--- src/rtl/rxtag_pkg.sv ---
package rxtag_pkg;
   localparam int CHAR_W = 8;
   localparam int TAG_W  = 4;
   localparam int WORD_W = CHAR_W + TAG_W;

   // Entry layout, MSB first: overrun, break, parity, framing, character.
   typedef struct packed {
      logic              ovr;
      logic              brk;
      logic              par;
      logic              frm;
      logic [CHAR_W-1:0] ch;
   } rx_entry_t;

   // Sticky status layout, MSB first.
   typedef struct packed {
      logic ovr;
      logic brk;
      logic par;
      logic frm;
   } rx_stat_t;
endpackage

--- src/rtl/rxtag_ctrl.sv ---
module rxtag_ctrl #(
   parameter int DEPTH = 32,
   parameter int PTR_W = 5,
   parameter int CNT_W = 6
) (
   input  logic             clk,
   input  logic             rst_n,
   input  logic             fifo_on,
   input  logic             push,
   input  logic             pop,
   output logic             wr_en,
   output logic             rd_en,
   output logic             ovr_hit,
   output logic [PTR_W-1:0] wr_idx,
   output logic [PTR_W-1:0] rd_idx,
   output logic [PTR_W-1:0] last_idx,
   output logic             empty,
   output logic             full
);
   localparam logic [PTR_W-1:0] PTR_TOP = PTR_W'(DEPTH - 1);
   localparam logic [CNT_W-1:0] CAP_ON  = CNT_W'(DEPTH);
   localparam logic [CNT_W-1:0] CAP_OFF = CNT_W'(1);

   logic [PTR_W-1:0] wr_ptr_q, rd_ptr_q, wr_nxt, rd_nxt;
   logic [CNT_W-1:0] cnt_q, cap;

   generate
      if ((1 << PTR_W) == DEPTH) begin : g_pow2
         assign wr_nxt   = wr_ptr_q + 1'b1;
         assign rd_nxt   = rd_ptr_q + 1'b1;
         assign last_idx = wr_ptr_q - 1'b1;
      end else begin : g_mod
         assign wr_nxt   = (wr_ptr_q == PTR_TOP) ? '0 : wr_ptr_q + 1'b1;
         assign rd_nxt   = (rd_ptr_q == PTR_TOP) ? '0 : rd_ptr_q + 1'b1;
         assign last_idx = (wr_ptr_q == '0) ? PTR_TOP : wr_ptr_q - 1'b1;
      end
   endgenerate

   always_comb begin
      cap     = fifo_on ? CAP_ON : CAP_OFF;
      empty   = (cnt_q == '0);
      full    = (cnt_q >= cap);
      rd_en   = pop && !empty;
      wr_en   = push && (!full || rd_en);
      ovr_hit = push && full && !rd_en;
      wr_idx  = wr_ptr_q;
      rd_idx  = rd_ptr_q;
   end

   always_ff @(posedge clk or negedge rst_n) begin
      if (!rst_n) begin
         wr_ptr_q <= '0;
         rd_ptr_q <= '0;
         cnt_q    <= '0;
      end else begin
         if (wr_en) wr_ptr_q <= wr_nxt;
         if (rd_en) rd_ptr_q <= rd_nxt;
         case ({wr_en, rd_en})
            2'b10:   cnt_q <= cnt_q + 1'b1;
            2'b01:   cnt_q <= cnt_q - 1'b1;
            default: cnt_q <= cnt_q;
         endcase
      end
   end
endmodule

--- src/rtl/rxtag_store.sv ---
module rxtag_store
   import rxtag_pkg::*;
#(
   parameter int DEPTH = 32,
   parameter int PTR_W = 5
) (
   input  logic             clk,
   input  logic             rst_n,
   input  logic             wr_en,
   input  logic [PTR_W-1:0] wr_idx,
   input  rx_entry_t        wr_data,
   input  logic             ovr_mark,
   input  logic [PTR_W-1:0] last_idx,
   input  logic             rd_en,
   input  logic [PTR_W-1:0] rd_idx,
   output rx_entry_t        rd_q
);
   rx_entry_t bank [DEPTH];

   generate
      for (genvar i = 0; i < DEPTH; i++) begin : g_cell
         rx_entry_t cell_q;
         logic      hit_wr, hit_ovr;

         assign hit_wr  = wr_en && (wr_idx == PTR_W'(i));
         assign hit_ovr = ovr_mark && (last_idx == PTR_W'(i));

         always_ff @(posedge clk or negedge rst_n) begin
            if (!rst_n)       cell_q     <= '0;
            else if (hit_wr)  cell_q     <= wr_data;
            else if (hit_ovr) cell_q.ovr <= 1'b1;
         end

         assign bank[i] = cell_q;
      end
   endgenerate

   always_ff @(posedge clk or negedge rst_n) begin
      if (!rst_n)     rd_q <= '0;
      else if (rd_en) rd_q <= bank[rd_idx];
   end
endmodule

--- src/rtl/rxtag_sticky.sv ---
module rxtag_sticky
   import rxtag_pkg::*;
(
   input  logic     clk,
   input  logic     rst_n,
   input  logic     clr,
   input  logic     take,
   input  logic     frm,
   input  logic     par,
   input  logic     brk,
   input  logic     ovr,
   output rx_stat_t stat_q
);
   rx_stat_t hold, fresh;

   always_comb begin
      hold      = clr ? rx_stat_t'('0) : stat_q;
      fresh.frm = take && frm;
      fresh.par = take && par;
      fresh.brk = take && brk;
      fresh.ovr = ovr;
   end

   always_ff @(posedge clk or negedge rst_n) begin
      if (!rst_n) stat_q <= '0;
      else        stat_q <= hold | fresh;
   end
endmodule

--- src/rtl/uart_rx_tagfifo.sv ---
module uart_rx_tagfifo
   import rxtag_pkg::*;
#(
   parameter int DEPTH = 32,
   parameter int PTR_W = (DEPTH > 1) ? $clog2(DEPTH) : 1,
   parameter int CNT_W = $clog2(DEPTH + 1)
) (
   input  logic              clk,
   input  logic              rst_n,
   input  logic              fifo_on,
   input  logic              push_stb,
   input  logic [CHAR_W-1:0] push_char,
   input  logic              push_frm,
   input  logic              push_par,
   input  logic              push_brk,
   input  logic              pop_stb,
   input  logic              clr_stat,
   output logic [WORD_W-1:0] rd_word,
   output logic              rx_empty,
   output logic              rx_full,
   output logic [TAG_W-1:0]  rx_stat
);
   generate
      if (DEPTH < 2 || DEPTH > 1024) begin : g_bad_depth
         $error("uart_rx_tagfifo: DEPTH must lie in 2..1024");
      end
      if ((1 << PTR_W) < DEPTH) begin : g_bad_ptr
         $error("uart_rx_tagfifo: PTR_W too narrow for DEPTH");
      end
      if ((1 << CNT_W) <= DEPTH) begin : g_bad_cnt
         $error("uart_rx_tagfifo: CNT_W too narrow for DEPTH");
      end
   endgenerate

   logic             wr_en, rd_en, ovr_hit;
   logic [PTR_W-1:0] wr_idx, rd_idx, last_idx;
   rx_entry_t        in_ent, out_ent;
   rx_stat_t         stat;

   always_comb begin
      in_ent.ovr = 1'b0;
      in_ent.brk = push_brk;
      in_ent.par = push_par;
      in_ent.frm = push_frm;
      in_ent.ch  = push_char;
   end

   rxtag_ctrl #(.DEPTH(DEPTH), .PTR_W(PTR_W), .CNT_W(CNT_W)) u_ctrl (
      .clk(clk), .rst_n(rst_n), .fifo_on(fifo_on),
      .push(push_stb), .pop(pop_stb),
      .wr_en(wr_en), .rd_en(rd_en), .ovr_hit(ovr_hit),
      .wr_idx(wr_idx), .rd_idx(rd_idx), .last_idx(last_idx),
      .empty(rx_empty), .full(rx_full)
   );

   rxtag_store #(.DEPTH(DEPTH), .PTR_W(PTR_W)) u_store (
      .clk(clk), .rst_n(rst_n),
      .wr_en(wr_en), .wr_idx(wr_idx), .wr_data(in_ent),
      .ovr_mark(ovr_hit), .last_idx(last_idx),
      .rd_en(rd_en), .rd_idx(rd_idx), .rd_q(out_ent)
   );

   rxtag_sticky u_stat (
      .clk(clk), .rst_n(rst_n), .clr(clr_stat), .take(wr_en),
      .frm(push_frm), .par(push_par), .brk(push_brk), .ovr(ovr_hit),
      .stat_q(stat)
   );

   assign rd_word = out_ent;
   assign rx_stat = stat;
endmodule

--- config.mk ---
export PLATFORM = sky130hd
export DESIGN_NAME = uart_rx_tagfifo
export DESIGN_NICKNAME = d
export VERILOG_FILES = /design/src/rtl/rxtag_pkg.sv /design/src/rtl/rxtag_ctrl.sv /design/src/rtl/rxtag_store.sv /design/src/rtl/rxtag_sticky.sv /design/src/rtl/uart_rx_tagfifo.sv
export SDC_FILE = /design/constraint.sdc
export NUM_CORES = 1
export LEC_CHECK = 0
export BUFFER_PORTS_ARGS = -buffer_cell sky130_fd_sc_hd__buf_2
export CAP_MARGIN = 15
export CORE_ASPECT_RATIO = 2
export CORE_UTILIZATION = 55
export DETAILED_ROUTE_END_ITERATION = 8
export PLACE_DENSITY = 0.76
export SLEW_MARGIN = 20
export SYNTH_ARGS = -nofsm -noshare
export SYNTH_HDL_FRONTEND = slang
export SYNTH_SLANG_ARGS = --single-unit
--- constraint.sdc ---
create_clock -name clk -period 3.9 [get_ports clk]
set_input_delay 0.78 -clock clk [delete_from_list [all_inputs] [get_ports clk]]
set_output_delay 0.78 -clock clk [all_outputs]
set_load 0.02 [all_outputs]
### Yosys cells after proc, flatten, opt, wreduce, memory -nomap -nowiden

Index checks and enable logic that the tools add are counted.

* add/sub/neg operators: 5
* $lt $le $gt $ge: 2
* eq/ne operators: 64
* mux-type cells: 70
* bitwise gates (word level): 2
* reduce and logical (&&, ||, !) cells: 111

Operators by type and width (number)
* 5-bit == test (second input constant): 32
* 5-bit by 4-bit == test with 1-bit output (second input constant): 16
* 1-bit logical AND: 71
* 2-bit nonzero test: 33
* 1-bit 2-to-1 mux: 64
* 12-bit binary-select mux with 5-bit select: 1
* 5-bit by 3-bit == test with 1-bit output (second input constant): 8
* 12-bit 2-to-1 mux: 2
* 5-bit by 2-bit == test with 1-bit output (second input constant): 4
* 6-bit case mux with 2 select lines: 1
* 5-bit by 1-bit adder with 5-bit output (second input constant): 2
* 5-bit by 1-bit == test with 1-bit output (second input constant): 2
* 5-bit zero test: 2
* 6-bit by 1-bit adder with 6-bit output (second input constant): 1
* 6-bit greater-or-equal comparator: 1
* 6-bit greater-or-equal comparator (second input constant): 1
* 6-bit zero test: 1
* 6-bit 2-to-1 mux: 1
* 5-bit inverter with 6-bit output: 1
* 6-bit by 1-bit subtractor with 6-bit output (second input constant): 1
* 5-bit by 1-bit subtractor with 5-bit output (second input constant): 1
* 4-bit 2-to-1 mux: 1
* 4-bit OR: 1
* 1-bit zero test: 3
* other kinds (3): 3

* flip-flop bits (word level): 416
* bits of input ports: 17
* output and inout port bits: 18
* logic and storage cells: 426

### Logic depth before layout (Yosys ltp)

* depth in word-level cells: 8
* depth in mapped cells: 14
* gate-level depth less buffers: 13

### Cells and area by module

From an unflattened synthesis, not the netlist that was laid out.

* cell total of the unflattened synthesis: 1503
* area total of the unflattened synthesis: 19640.1 sq um

By module, submodules not included
* rxtag_store: times used 1, cells an instance 1399, area each 18491.5 sq um, sequential area each 9909.5 sq um
* rxtag_ctrl: times used 1, cells an instance 94, area each 1006.0 sq um, sequential area each 400.4 sq um
* rxtag_sticky: times used 1, cells an instance 9, area each 138.9 sq um, sequential area each 100.1 sq um
* uart_rx_tagfifo: times used 1, cells an instance 1, area each 3.8 sq um, sequential area each 0.0 sq um

### Least setup slack after synthesis

OpenSTA, ideal clock, no wires.

* path type: input to register
* start: in fifo_on
* end: reg u_ctrl.cnt_q[5]
* setup time: 0.079 ns
* arrival: 3.726 ns
* required time: 3.821 ns
* slack: 0.095 ns
* stages on the path: 12
* buffers on the path: 1
* cells stage by stage: inv_1 > ha_1 > or3b_2 > o22ai_4 > o21a_1 > inv_2 > buf_6 > ha_1 > ha_1 > or4b_2 > o211ai_1 > xor2_1

* cells in the longest elaborated chain, start to end: 7
* elaborated cells on any way between the ends: 9
* classes of those cells: 1 x order compare; 2 x eq/ne; 2 x mux; 4 x reduce/logical

RTL lines
* start, declared: line uart_rx_tagfifo.sv:10 `input logic fifo_on,`
* 6-bit 2-to-1 mux *: line rxtag_ctrl.sv:40 `cap = fifo_on ? CAP_ON : CAP_OFF;`
* 6-bit greater-or-equal comparator *: line rxtag_ctrl.sv:42 `full = (cnt_q >= cap);`
* 1-bit zero test *: line rxtag_ctrl.sv:44 `wr_en = push && (!full || rd_en);`
* 1-bit logical OR *: line rxtag_ctrl.sv:44
* 1-bit logical AND *: line rxtag_ctrl.sv:44
* 2-bit by 1-bit == test with 1-bit output or 2-bit == test (tied branches): line rxtag_ctrl.sv:58 `case ({wr_en, rd_en})`
* 6-bit case mux with 2 select lines or 2-bit nonzero test (tied branches)
* end signal, assigned: line rxtag_ctrl.sv:59 `2'b10: cnt_q <= cnt_q + 1'b1;`
* end signal, assigned: line rxtag_ctrl.sv:60 `2'b01: cnt_q <= cnt_q - 1'b1;`
* end signal, assigned: line rxtag_ctrl.sv:61 `default: cnt_q <= cnt_q;`
* end, declared: line rxtag_ctrl.sv:25 `logic [CNT_W-1:0] cnt_q, cap;`

Every way passes the cells marked *; elsewhere a longest branch is shown, timed or not.
A chain may end at the register's enable or synchronous reset.

### Worst setup path after layout

* start: reg u_ctrl.cnt_q[0]
* end: reg u_ctrl.cnt_q[5]

* cells in the longest elaborated chain, start to end: 7
* elaborated cells on any way between the ends: 13
* classes of those cells: 2 x add/sub; 1 x order compare; 2 x eq/ne; 1 x mux; 7 x reduce/logical

RTL lines
* branches (longest 7 deep; another with 6-bit greater-or-equal comparator)

Several ways; the timed one is not identified.

==> impl_summary.txt <==
----------------------------------------------------
[Layout]
  Final net count ... 1,454
  Finished Core Util ... 61.9%
  Fraction of final layout cells with drive strength greater than 1 ... 42.0%
  Synthesis-to-layout area growth ... 11.0%
  Total inserted antenna cells ... 0

[Setup path]
  Startpoint-to-endpoint class of the critical path ... reg2reg
  Crit-path most repeated cell ... sky130_fd_sc_hd__ha_1
  Critical path endpoint category ... register
  Peak fanout along the critical path ... 7
  Worst EP required ... approximately 4.4 ns
  Kind of start point of the critical path ... register
  Critical Path, Cell by Cell ... inv_1, ha_1, or3b_2, o22ai_4, o21a_1, inv_2, ha_1, buf_4, ha_1, nand2_1, o21ai_0, nand2_1, o211ai_1, xor2_1
  Data arrival time of the critical path ... between 3 and 4 ns
  Master of the slowest instance on the critical path ... sky130_fd_sc_hd__or3b_2
  Number of buffers and inverters on the critical path ... 3
  Slowest Stage Delay on Critical Path ... 0.51 ns
  Worst path top cell family by delay ... adder cells

[Power]
  Pwr dens ... approximately 830 nW/um^2
  Static leakage ... 9.79 nW
  Peak ir drop on the vdd network ... 0.476 mV

[Detailed routing]
  Routed WL per cell ... about 25 um
  Via count normalized by instance count ... 6.37
  First-iteration detailed-routing DRC count ... 623
  DR DRC count ... 0
  Vias post-DR ... 12.0k
  Antenna Violating Nets Remaining ... 0
  Overall routed net length ... 46.9 mm
  Router iterations before antenna repair ... 5

[Floorplan]
  Die outline width ... ~130 um
  Die height ... 268 um
  Placeable core region ... 34,800 sq um
  Row cnt ... between 90 and 100
  Floorplan die area ... 36,100 sq um
  Number of primary I/O pins ... 35
  Effective utilization at floorplan ... a little under three fifths

[Placed design]
  Number of buffers inserted by port buffering ... 34
  Final GP Congestion ... between 0.8 and 0.9
  DP HPWL ... 31.3 mm

[Clocking]
  Clock Latency Late Sink ... 0.55 ns
  Total setup buffers inserted after CTS ... 0
  Cell at the root of the clock tree ... sky130_fd_sc_hd__clkbuf_16
  Number of gates resized after cts ... 0
  Number of sinks driven by the clock tree ... approximately 420
  CTS H-tree depth ... 2
  Total CTS buffers ... 37
  Clock edge transition at the registers on the reported setup and hold paths ... 0.07 ns
  CTS Hold Bufs ... 0
  TritonCTS clock tree ... done
  CTS Buffer Depth ... 3

[Global route]
  Number of global-route vias before repair ... 12.9k
  Residual overflow from global routing ... 0
  Largest net degree at the start of global routing ... ~100
  Initial antenna violation count ... 0
  Global-route usage over all layers ... 27.3%
  First-pass GRT wire length ... 74.0 mm

[STA]
  Accumulated negative setup slack ... 0 ns
  RSZ-0062 raised after global routing ... no
  Max Slew Vio Count ... 0
  Part of the cycle the worst path needs ... 84.4%
  Timing-limited maximum frequency ... 304 MHz
  Post-layout min period ... between 3 and 4 ns
  Largest clock skew in the final design ... 0.0147 ns
  Worst relative slew slack ... 35.4%
  Slew @ Worst Pin ... just under 1 ns
  Final hold viol count ... 0
  Finish-stage setup viols ... 0

[Synthesis]
  Syn Inst Count ... 1,409
  Syn_nets ... 1,443
  Number of distinct library cells after synthesis ... 52
  Number of synthesized flops with an enable pin ... 0
  Top_reg_cell synth ... sky130_fd_sc_hd__dfrtp_1
  Fraction of the yosys area taken by sequential cells ... a little over half
  Cell area after synthesis ... 19,400 sq um
  Syn. warnings ... 0
  Share of synthesized flip-flops with an asynchronous set or reset ... 100%
  Count of state elements after synthesis ... approximately 420
  Post-synthesis average cell area ... 13.8 sq um

[Flow run]
  Count of maximum capacitance violations ... 0

[Outcome]
  Run status ... complete, no violations

[Hold path]
  HP Class ... in2async

----------------------------------------------------
==> flip-flops by register name (all words and copies together), names as in the netlist <==
signal,cells
u_store.rd_q,12
u_store.bank,384
u_stat.stat_q,4
u_ctrl.rd_idx,5
u_ctrl.wr_idx,5
u_ctrl.cnt_q,6
==> through the flow <==
stage / power [mW] / area (sq um) / setup slack (ns) / std cells / hold WS, ns
2_1_floorplan: 11.9 / 19400 / 0.0949 / 1409 / 0.457
3_3_place_gp: 13.7 / 20200 / 0.372 / 1826 / 0.461
3_5_place_dp: 14.0 / 20200 / 0.306 / 1826 / 0.475
4_1_cts: 18.0 / 21500 / 0.626 / 1892 / 0.312
5_1_grt: 18.8 / 21500 / 0.369 / 1892 / 0.331
6_report: 17.9 / 21500 / 0.610 / 1892 / 0.263
==> layout by cell type, fill, tap and decap left out, types with 12 or more instances in the layout <==
cell,instances
sky130_fd_sc_hd__o211ai_1,12
sky130_fd_sc_hd__a21oi_1,26
sky130_fd_sc_hd__a221oi_1,24
sky130_fd_sc_hd__a31oi_1,25
sky130_fd_sc_hd__clkbuf_16,39
sky130_fd_sc_hd__ha_1,16
sky130_fd_sc_hd__nor2_1,34
sky130_fd_sc_hd__o21ai_0,14
sky130_fd_sc_hd__dfrtp_1,413
sky130_fd_sc_hd__nor2b_1,21
sky130_fd_sc_hd__nand3_1,29
sky130_fd_sc_hd__mux2i_1,46
sky130_fd_sc_hd__a22oi_1,22
sky130_fd_sc_hd__nand2_1,59
sky130_fd_sc_hd__o22ai_1,12
sky130_fd_sc_hd__mux4_2,61
sky130_fd_sc_hd__buf_2,33
sky130_fd_sc_hd__buf_4,55
sky130_fd_sc_hd__mux2_2,356
==> cell type report <==
type / count / area (sq um)
clock inverter: 12 / 179
fill: 2563 / 13300
clock buffer: 54 / 1120
inverter: 11 / 41.3
sequential: 416 / 10400
tap: 445 / 557
multi-input combinational: 855 / 8440
timing repair buffer: 99 / 793
==> layer usage <==
metal	wire length, um	global-route usage [%]	vias to the layer above	share of wire, %
met4	2320	13.6	0	5.0
met5	0	0	-	0
met1	17500	31.8	6388	37
met2	25400	49.4	331	54
li1	-	-	5215	-
met3	1730	2.78	109	3.7
==> synth_stat cells (2+ instances only) <==
master,instances,area [sq um]
sky130_fd_sc_hd__mux4_2,61,1370
sky130_fd_sc_hd__buf_2,30,150
sky130_fd_sc_hd__nor3b_1,2,15.0
sky130_fd_sc_hd__a22oi_1,22,165
sky130_fd_sc_hd__a2111oi_2,4,60.1
sky130_fd_sc_hd__o211ai_1,12,90.1
sky130_fd_sc_hd__o21ai_0,14,70.1
sky130_fd_sc_hd__o22ai_1,12,75.1
sky130_fd_sc_hd__nand3b_1,2,15.0
sky130_fd_sc_hd__nand3_1,29,145
sky130_fd_sc_hd__inv_1,10,37.5
sky130_fd_sc_hd__nand4_1,3,18.8
sky130_fd_sc_hd__nand2_1,59,221
sky130_fd_sc_hd__mux2i_1,46,460
sky130_fd_sc_hd__a21o_1,2,15.0
sky130_fd_sc_hd__o31a_1,12,105
sky130_fd_sc_hd__and2_1,6,37.5
sky130_fd_sc_hd__nor3_2,7,70.1
sky130_fd_sc_hd__a221oi_1,24,210
sky130_fd_sc_hd__buf_1,11,41.3
sky130_fd_sc_hd__a31oi_1,25,156
sky130_fd_sc_hd__ha_1,16,200
sky130_fd_sc_hd__buf_4,9,67.6
sky130_fd_sc_hd__nor2b_1,22,138
sky130_fd_sc_hd__nand2b_1,3,18.8
sky130_fd_sc_hd__xnor2_1,10,87.6
sky130_fd_sc_hd__or3b_2,2,17.5
sky130_fd_sc_hd__a22o_1,3,26.3
sky130_fd_sc_hd__nor4bb_1,2,20.0
sky130_fd_sc_hd__a41oi_1,11,96.3
sky130_fd_sc_hd__nor3_1,9,45.0
sky130_fd_sc_hd__a21oi_1,26,130
sky130_fd_sc_hd__dfrtp_1,416,10400
sky130_fd_sc_hd__mux2_2,356,4010
sky130_fd_sc_hd__a211oi_1,2,15.0
sky130_fd_sc_hd__o21a_1,2,15.0
sky130_fd_sc_hd__nor2_1,35,131
sky130_fd_sc_hd__xor2_1,3,26.3
sky130_fd_sc_hd__clkbuf_1,76,285
==> final timing paths <==
path	endpoint	depth (start not counted)	startpoint	slack, ns
worst max-delay path	u_ctrl.cnt_q[5]$_DFFE_PN0P_	14	u_ctrl.cnt_q[0]$_DFFE_PN0P_	0.61
worst min register to register	u_stat.stat_q[3]$_DFF_PN0_	1	u_stat.stat_q[3]$_DFF_PN0_	0.49
worst min-delay path	u_store.bank[248]$_DFFE_PN0P_	1	rst_n	0.26
min in group clk	u_stat.stat_q[3]$_DFF_PN0_	1	u_stat.stat_q[3]$_DFF_PN0_	0.49
max in group asynchronous	u_store.bank[329]$_DFFE_PN0P_	2	rst_n	2.65
worst max register to register	u_ctrl.cnt_q[5]$_DFFE_PN0P_	14	u_ctrl.cnt_q[0]$_DFFE_PN0P_	0.61
==> worst reg2reg max path, delay by kind of cell, from the launching register on <==
family	cells	cell delay, ns
xor+xnor	1	0.16
compound gates	4	0.72
buf+inv	3	0.31
fa+ha+maj	3	0.85
flops	1	0.48
simple gates	3	0.70
==> kinds of logic (layout without fill, tap and decap cells) <==
group | count (synthesis) | count (layout) | synth area share (%)
XOR/XNOR | 13 | 13 | 0.587
multiplexers | 463 | 463 | 30.1
adder cells (fa/ha/maj) | 17 | 17 | 1.13
buffers and inverters | 138 | 176 | 3.08
flip-flops | 416 | 416 | 53.6
AO/OA/AOI/OAI | 175 | 175 | 6.60
AND/OR/NAND/NOR | 187 | 187 | 4.86
==> power by group <==
| part | switching (mW) | total (mW) | internal (mW) |
|---|---|---|---|
| combinational | 3.12 | 6.46 | 3.35 |
| sequential | 1.36 | 7.53 | 6.17 |
| clock | 1.63 | 3.91 | 2.28 |
| total | 6.11 | 17.9 | 11.8 |
(Power assumes the default switching activity.)
